$ cat config.mk
export PLATFORM = sky130hd
export DESIGN_NAME = eeprom_reader
export DESIGN_NICKNAME = d
export VERILOG_FILES = /design/src/rtl/eerd_pkg.sv /design/src/rtl/eerd_tick.sv /design/src/rtl/eerd_ctrl.sv /design/src/rtl/eerd_datapath.sv /design/src/rtl/eeprom_reader.sv
export SDC_FILE = /design/constraint.sdc
export NUM_CORES = 1
export LEC_CHECK = 0
export BUFFER_PORTS_ARGS = -buffer_cell sky130_fd_sc_hd__buf_2
export CAP_MARGIN = 20
export CORE_ASPECT_RATIO = 0.7
export CORE_UTILIZATION = 60
export DETAILED_ROUTE_END_ITERATION = 16
export PLACE_DENSITY = 0.8
export REMOVE_ABC_BUFFERS = 1
export SETUP_SLACK_MARGIN = 0.2
export SYNTH_ARGS = -nofsm -noshare
export SYNTH_HDL_FRONTEND = slang
export SYNTH_SLANG_ARGS = --single-unit
$ cat constraint.sdc
create_clock -name clk -period 3.62 [get_ports clk]
set_clock_uncertainty 0.2 [all_clocks]
set_input_delay 0.181 -clock clk [delete_from_list [all_inputs] [get_ports clk]]
set_output_delay 0.181 -clock clk [all_outputs]
set_load 0.005 [all_outputs]
$ cat src/rtl/eerd_pkg.sv
package eerd_pkg;
  localparam int WORD_BITS     = 16;
  localparam int OPC_BITS      = 3;
  localparam int WIDE_BITS     = 8;
  localparam int NARROW_BITS   = 6;
  localparam int CMD_W         = OPC_BITS + WIDE_BITS;
  localparam int STATION_WORDS = 3;
  localparam int IDX_W         = 2;

  localparam logic [OPC_BITS-1:0]  OP_READ  = 3'b110;
  localparam logic [OPC_BITS-1:0]  OP_WRITE = 3'b101;
  localparam logic [OPC_BITS-1:0]  OP_ERASE = 3'b111;
  localparam logic [WORD_BITS-1:0] WIDE_SIGNATURE = 16'h8129;
  localparam logic [WIDE_BITS-1:0] STATION_BASE   = 8'd7;

  typedef enum logic [3:0] {
    PH_IDLE, PH_PRE, PH_CSUP, PH_CMDLO, PH_CMDHI,
    PH_GAP, PH_DATHI, PH_DATLO, PH_FIN
  } phase_e;

  typedef enum logic [1:0] {JOB_PROBE, JOB_STATION, JOB_REQ} job_e;

  typedef struct packed {
    logic                 loadCmd;
    logic                 forceWide;
    logic [WIDE_BITS-1:0] cmdAddr;
    logic                 shiftCmd;
    logic                 sampleBit;
    logic                 storeWidth;
    logic                 storeStation;
    logic [IDX_W-1:0]     stationIdx;
    logic                 storeReq;
  } strobe_t;
endpackage

$ cat src/rtl/eerd_tick.sv
module eerd_tick #(
  parameter int DIV = 2
) (
  input  logic clk,
  input  logic rst_n,
  input  logic run,
  output logic tick
);
  localparam int CW = (DIV > 1) ? $clog2(DIV + 1) : 1;

  logic [CW-1:0] cnt;

  assign tick = run && (cnt == CW'(DIV - 1));

  always_ff @(posedge clk or negedge rst_n) begin
    if (!rst_n)             cnt <= '0;
    else if (!run || tick)  cnt <= '0;
    else                    cnt <= cnt + 1'b1;
  end

  initial begin
    if (DIV < 1) $error("DIV must be at least 1");
  end
endmodule

$ cat src/rtl/eerd_ctrl.sv
module eerd_ctrl
  import eerd_pkg::*;
(
  input  logic                 clk,
  input  logic                 rst_n,
  input  logic                 start,
  input  logic [WIDE_BITS-1:0] wordAddr,
  input  logic                 wideAddr,
  input  logic                 tick,
  output strobe_t              strb,
  output logic                 run,
  output logic                 eeCs,
  output logic                 eeSk,
  output logic                 diEn,
  output logic                 busy,
  output logic                 done
);
  localparam logic [3:0] LAST_WIDE   = 4'(CMD_W - 1);
  localparam logic [3:0] LAST_NARROW = 4'(OPC_BITS + NARROW_BITS - 1);
  localparam logic [3:0] LAST_DATA   = 4'(WORD_BITS - 1);

  phase_e state, stateNxt;
  job_e   job, jobNxt;
  logic [IDX_W-1:0]     stnIdx, stnIdxNxt;
  logic [WIDE_BITS-1:0] curAddr, curAddrNxt;
  logic [3:0]           bitCnt, bitCntNxt;
  logic                 initDone, initDoneNxt, doneNxt;
  logic [3:0]           lastCmdBit;

  assign lastCmdBit = (job == JOB_PROBE || wideAddr) ? LAST_WIDE : LAST_NARROW;
  assign run  = (state != PH_IDLE);
  assign busy = run || !initDone;
  assign diEn = (state == PH_CMDLO) || (state == PH_CMDHI);

  always_comb begin
    stateNxt    = state;
    jobNxt      = job;
    stnIdxNxt   = stnIdx;
    curAddrNxt  = curAddr;
    bitCntNxt   = bitCnt;
    initDoneNxt = initDone;
    doneNxt     = 1'b0;
    strb        = '0;
    strb.cmdAddr    = curAddr;
    strb.forceWide  = (job == JOB_PROBE);
    strb.stationIdx = stnIdx;
    unique case (state)
      PH_IDLE: begin
        if (!initDone) begin
          jobNxt = JOB_PROBE; curAddrNxt = '0; stateNxt = PH_PRE;
        end else if (start) begin
          jobNxt = JOB_REQ; curAddrNxt = wordAddr; stateNxt = PH_PRE;
        end
      end
      PH_PRE: if (tick) begin
        strb.loadCmd = 1'b1; bitCntNxt = '0; stateNxt = PH_CSUP;
      end
      PH_CSUP:  if (tick) stateNxt = PH_CMDLO;
      PH_CMDLO: if (tick) stateNxt = PH_CMDHI;
      PH_CMDHI: if (tick) begin
        strb.shiftCmd = 1'b1;
        if (bitCnt == lastCmdBit) begin bitCntNxt = '0; stateNxt = PH_GAP; end
        else begin bitCntNxt = bitCnt + 1'b1; stateNxt = PH_CMDLO; end
      end
      PH_GAP:   if (tick) stateNxt = PH_DATHI;
      PH_DATHI: if (tick) begin strb.sampleBit = 1'b1; stateNxt = PH_DATLO; end
      PH_DATLO: if (tick) begin
        if (bitCnt == LAST_DATA) stateNxt = PH_FIN;
        else begin bitCntNxt = bitCnt + 1'b1; stateNxt = PH_DATHI; end
      end
      PH_FIN: if (tick) begin
        unique case (job)
          JOB_PROBE: begin
            strb.storeWidth = 1'b1;
            jobNxt = JOB_STATION; stnIdxNxt = '0;
            curAddrNxt = STATION_BASE; stateNxt = PH_PRE;
          end
          JOB_STATION: begin
            strb.storeStation = 1'b1;
            if (stnIdx == IDX_W'(STATION_WORDS - 1)) begin
              initDoneNxt = 1'b1; stateNxt = PH_IDLE;
            end else begin
              stnIdxNxt  = stnIdx + 1'b1;
              curAddrNxt = STATION_BASE + WIDE_BITS'(stnIdx + 1'b1);
              stateNxt   = PH_PRE;
            end
          end
          default: begin
            strb.storeReq = 1'b1; doneNxt = 1'b1; stateNxt = PH_IDLE;
          end
        endcase
      end
      default: stateNxt = PH_IDLE;
    endcase
  end

  always_ff @(posedge clk or negedge rst_n) begin
    if (!rst_n) begin
      state <= PH_IDLE; job <= JOB_PROBE; stnIdx <= '0; curAddr <= '0;
      bitCnt <= '0; initDone <= 1'b0; done <= 1'b0; eeCs <= 1'b0; eeSk <= 1'b0;
    end else begin
      state    <= stateNxt;
      job      <= jobNxt;
      stnIdx   <= stnIdxNxt;
      curAddr  <= curAddrNxt;
      bitCnt   <= bitCntNxt;
      initDone <= initDoneNxt;
      done     <= doneNxt;
      eeSk     <= (stateNxt == PH_CMDHI) || (stateNxt == PH_DATHI);
      eeCs     <= (stateNxt inside {PH_CSUP, PH_CMDLO, PH_CMDHI, PH_GAP, PH_DATHI, PH_DATLO});
    end
  end


  sk_under_cs_chk: assert property (@(posedge clk) disable iff (!rst_n) eeSk |-> eeCs);

  cs_drop_low_chk: assert property (@(posedge clk) disable iff (!rst_n)
    $fell(eeCs) |-> (!eeSk && !$past(eeSk)));

  done_single_chk: assert property (@(posedge clk) disable iff (!rst_n) done |=> !done);

  done_idle_chk: assert property (@(posedge clk) disable iff (!rst_n) done |-> !busy);

  req_addr_hold_chk: assert property (@(posedge clk) disable iff (!rst_n)
    (job == JOB_REQ && state != PH_IDLE) |=> $stable(curAddr));
endmodule

$ cat src/rtl/eerd_datapath.sv
module eerd_datapath
  import eerd_pkg::*;
(
  input  logic                                clk,
  input  logic                                rst_n,
  input  strobe_t                             strb,
  input  logic                                eeDo,
  output logic                                cmdBit,
  output logic                                wideAddr,
  output logic [WORD_BITS-1:0]                rdData,
  output logic [STATION_WORDS*WORD_BITS-1:0]  stationAddr,
  output logic                                stationValid
);
  logic [CMD_W-1:0]     cmdReg;
  logic [WORD_BITS-1:0] shiftData;

  assign cmdBit = cmdReg[CMD_W-1];

  always_ff @(posedge clk or negedge rst_n) begin
    if (!rst_n) begin
      cmdReg <= '0; shiftData <= '0; wideAddr <= 1'b0; rdData <= '0; stationValid <= 1'b0;
    end else begin
      if (strb.loadCmd) begin
        if (strb.forceWide || wideAddr) cmdReg <= {OP_READ, strb.cmdAddr};
        else cmdReg <= {OP_READ, strb.cmdAddr[NARROW_BITS-1:0], {(WIDE_BITS-NARROW_BITS){1'b0}}};
      end else if (strb.shiftCmd) begin
        cmdReg <= {cmdReg[CMD_W-2:0], 1'b0};
      end
      if (strb.sampleBit) shiftData <= {shiftData[WORD_BITS-2:0], eeDo};
      if (strb.storeWidth) wideAddr <= (shiftData == WIDE_SIGNATURE);
      if (strb.storeReq) rdData <= shiftData;
      if (strb.storeStation && strb.stationIdx == IDX_W'(STATION_WORDS - 1)) stationValid <= 1'b1;
    end
  end

  for (genvar g = 0; g < STATION_WORDS; g++) begin : g_stn
    logic [WORD_BITS-1:0] word;
    always_ff @(posedge clk or negedge rst_n) begin
      if (!rst_n) word <= '0;
      else if (strb.storeStation && strb.stationIdx == IDX_W'(g)) word <= shiftData;
    end
    assign stationAddr[g*WORD_BITS +: WORD_BITS] = word;
  end


  station_sticky_chk: assert property (@(posedge clk) disable iff (!rst_n)
    stationValid |=> stationValid);

  width_frozen_chk: assert property (@(posedge clk) disable iff (!rst_n)
    stationValid |=> $stable(wideAddr));
endmodule

$ cat src/rtl/eeprom_reader.sv
module eeprom_reader
  import eerd_pkg::*;
#(
  parameter int CLK_DIV = 2
) (
  input  logic        clk,
  input  logic        rst_n,
  input  logic        start,
  input  logic [7:0]  wordAddr,
  output logic        busy,
  output logic        done,
  output logic [15:0] rdData,
  output logic        wideAddr,
  output logic [47:0] stationAddr,
  output logic        stationValid,
  output logic        eeCs,
  output logic        eeSk,
  output logic        eeDi,
  input  logic        eeDo
);
  strobe_t strb;
  logic    run, tick, diEn, cmdBit;

  eerd_tick #(.DIV(CLK_DIV)) u_tick (
    .clk(clk), .rst_n(rst_n), .run(run), .tick(tick)
  );

  eerd_ctrl u_ctrl (
    .clk(clk), .rst_n(rst_n), .start(start), .wordAddr(wordAddr),
    .wideAddr(wideAddr), .tick(tick), .strb(strb), .run(run),
    .eeCs(eeCs), .eeSk(eeSk), .diEn(diEn), .busy(busy), .done(done)
  );

  eerd_datapath u_dp (
    .clk(clk), .rst_n(rst_n), .strb(strb), .eeDo(eeDo), .cmdBit(cmdBit),
    .wideAddr(wideAddr), .rdData(rdData), .stationAddr(stationAddr),
    .stationValid(stationValid)
  );

  assign eeDi = diEn & cmdBit;


  di_steady_chk: assert property (@(posedge clk) disable iff (!rst_n)
    (eeSk && $past(eeSk)) |-> $stable(eeDi));

  di_quiet_chk: assert property (@(posedge clk) disable iff (!rst_n) !eeCs |-> !eeDi);
endmodule

==> results.txt <==
Outcome = finished, violations left
Failing checks = DRC
Share of post-route cells with drive strength above 1 = 0.3957
Setup TNS Final = 0 ns
Leakage Power = 3.331 nW
Period Utilization, post-route = 0.7555
Synthesized area = 5087 µm²
Sw frac = 0.1881
Met2 wire length = 5.232 mm
Final hold vios = 0
Critical Path Start = u_tick.cnt[1]
Final std cells w/o fill = 614
PortBufs = 82
Reg clk slew, reported paths = 0.05 ns
Top cell type's share of synthesized area = 0.5853
Nets = 518
Uppermost routed layer = met4
Routed len/inst = 18.36 µm
Ant diodes = 0
Die area = 8857 µm²
Max Cap Violations = 0
Power per cell area = 502.1 nW/µm²
GRT Overall Usage = 0.2784
Combinational share of power = 0.013
HPWL Detailed = 7.017 mm
Hold Path Stages = 4
Slew Limit Fails = 0
Drt pass-1 iters = 11
Slowest CP cell = a211oi_2
Met3 WL = 594 µm
Clk pwr share = 0.568
Largest net degree at the start of global routing = 76
Ys async rst share = 1.000
Worst-path cell chain = inv_1, ha_1, nor2b_1, nand2_1, a211oi_2, o21ai_0, o21a_1
Via density = 5.907
Final wirelength = 11.28 mm
Initial DRC count = 238
Crit-path leading delay family = compound AO/OA/AOI/OAI gates
Startpoint Class = flop
Initial antenna violation count = 0
Die Width = 112.1 µm
Number of cells on the worst reg-to-reg path = 7
First-pass GRT wire length = 18.36 mm
Period minus WS final = 2.735 ns
EDFF count, synth = 0
Unrepaired setup endpoints after global routing = false
CTS max path bufs = 2
R2R setup slack = 0.88 ns
Setup Fix Bufs, Post-CTS = 0
Most frequent cell after synthesis = dfrtp_1
Top cell type by total area after synthesis = dfrtp_1
Worst Path Buf+Inv = 1
M1 wire length = 5.277 mm
Int Pwr = 2.580 mW
WP data required = 3.72 ns
FF+latch count, synth = 119
Register area share after synthesis = 0.5853
Sink Count = 119
Max Clk Rate = 0.3656 GHz
Worst slew pin tran = 0.9856 ns
# fillers = 474
Max stage delay on crit path = 0.86 ns
Critical path endpoint category = flop
Crit Reg-Reg Endpoint = u_ctrl.curAddr[2]
Hold path endpoint = u_ctrl.curAddr[2]
Switch Pwr = 0.5977 mW
Maximum level of the CTS H-tree = 4
Worst min path class = input pin to flop
Gpl congestion = 0.8813
Root buf cell = clkbuf_16
Warning count from the yosys run = 0
Die Ht = 79.04 µm
Rel. slew slack = 0.3417
Cells after Synth = 401
ANT nets after route = 0
Top_reg_cell synth = dfrtp_1
Skew-Pair Late Insertion Delay = 0.41 ns
Top cells by area, synth = dfrtp_1, mux2_2, nand2_1
Num CTS Buffers = 17
I/O pins = 83
R2r startpoint = u_tick.cnt[1]
Final Util = 0.7873
Post-route DRC = 7
Starting density of the core = 0.6327
Placed Instances = 573
Library cells used by synthesis = 54
Peak supply drop = 457.2 µV
Worst path arrival time = 2.83 ns
GR Overflow Total = 0
Syn Area/Cell = 12.69 µm²
Row count = 27
Final Setup Violations = 0
Core Area = 8040 µm²
Vias in the first global route = 3555
Crit path max fanout = 16
Synth cell count leaders = dfrtp_1, mux2_2, nand2_1
Total number of vias = 3627
Critical path type = flop to flop
CTS tree = yes
Final Total Pwr = 3.178 mW
Sequential power share = 0.419
Area grow syn2layout = 24.42%
Hold path start = wordAddr[2]
state kept, by name, indices dropped and copies added (netlist names):
name	count
u_dp.wideAddr	1
u_dp.stationValid	1
u_ctrl.bitCnt	4
u_ctrl.job	2
u_dp.cmdReg	11
u_ctrl.curAddr	8
u_ctrl.stnIdx	2
u_ctrl.eeCs	1
u_ctrl.eeSk	1
u_ctrl.initDone	1
u_dp.rdData	16
u_ctrl.state	4
u_tick.cnt	2
u_dp.g_stn.word	48
u_dp.shiftData	16
u_ctrl.done	1
layout make-up:
| type | count | area [µm²] | area share |
|---|---|---|---|
| Clock buffer | 23 | 498.0 | 0.07867 |
| Clock inverter | 8 | 142.6 | 0.02253 |
| Sequential cell | 119 | 2978 | 0.4704 |
| Timing Repair Buffer | 98 | 558.0 | 0.08816 |
| Inverter | 10 | 37.54 | 0.005930 |
| Multi-Input combinational cell | 255 | 1989 | 0.3143 |
| Tap cell | 101 | 126.4 | 0.01996 |
power by group through the flow:
stage                     sequential (mW)  combinational (mW)  clock [mW]
after floorplan                      1.35            0.000227           0
after global placement               1.35              0.0340           0
after detailed placement             1.35              0.0347           0
after CTS                            1.33              0.0432        1.82
after global routing                 1.33              0.0479        1.88
final                                1.33              0.0417        1.80
layer usage:
metal | up-vias | global-route usage
met5 | - | 0
met2 | 123 | 0.4255
met4 | 0 | 0.1147
li1 | 1651 | -
met3 | 19 | 0.07939
met1 | 1834 | 0.3792
cell families after synthesis:
family,count (synthesis),synth area share
flops,119,0.5853
simple gates,103,0.1085
mux,83,0.1832
compound gates,62,0.08362
buf+inv,27,0.02361
fa+ha+maj,5,0.01230
xor+xnor,2,0.003444
how the worst max path moves through the flow:
stage,end,slack (ns),depth (start not counted)
finish,u_ctrl.curAddr[2],0.88,7
global route,u_ctrl.curAddr[7],0.82,7
CTS,u_ctrl.curAddr[2],0.92,7
detailed placement,u_ctrl.curAddr[2],1.01,7
global placement,u_ctrl.curAddr[2],1.24,7
floorplan,u_dp.cmdReg[1],1.04,6
layout by cell type (no fill, tap or decap), types with 8 or more instances in the layout:
| cell | Yosys | layout |
|---|---|---|
| dfrtp_1 | 119 | 119 |
| buf_2 | 9 | 81 |
| mux2_2 | 73 | 73 |
| nand2_1 | 31 | 31 |
| a21oi_1 | 22 | 22 |
| nor2_1 | 21 | 21 |
| clkbuf_16 | 0 | 17 |
| inv_1 | 10 | 10 |
| dlygate4sd3_1 | 0 | 10 |
| nand3_1 | 9 | 9 |
| mux2_1 | 8 | 8 |
metrics by stage:
step | hold WS [ns] | cell area (µm²) | setup slack, ns
5_1_grt | 0.07243 | 6330 | 0.8192
4_1_cts | 0.08743 | 6330 | 0.9225
2_1_floorplan | -0.3146 | 5005 | 1.044
3_3_place_gp | 0.1577 | 5589 | 1.244
3_5_place_dp | 0.1637 | 5589 | 1.012
6_report | 0.1141 | 6330 | 0.8850
worst register-to-register path: stages, from the launching register on:
cell      delay [ns]
dfrtp_1         0.36
inv_1           0.05
ha_1            0.24
nor2b_1         0.28
nand2_1         0.17
a211oi_2        0.86
o21ai_0         0.29
o21a_1          0.18
repair_timing:
item                      in CTS  in global routing
hold endpoints to repair      82                  0
resized for setup              0                  0
hold buffers                  10                  0
No activity file was read; power rests on OpenSTA's default activity.
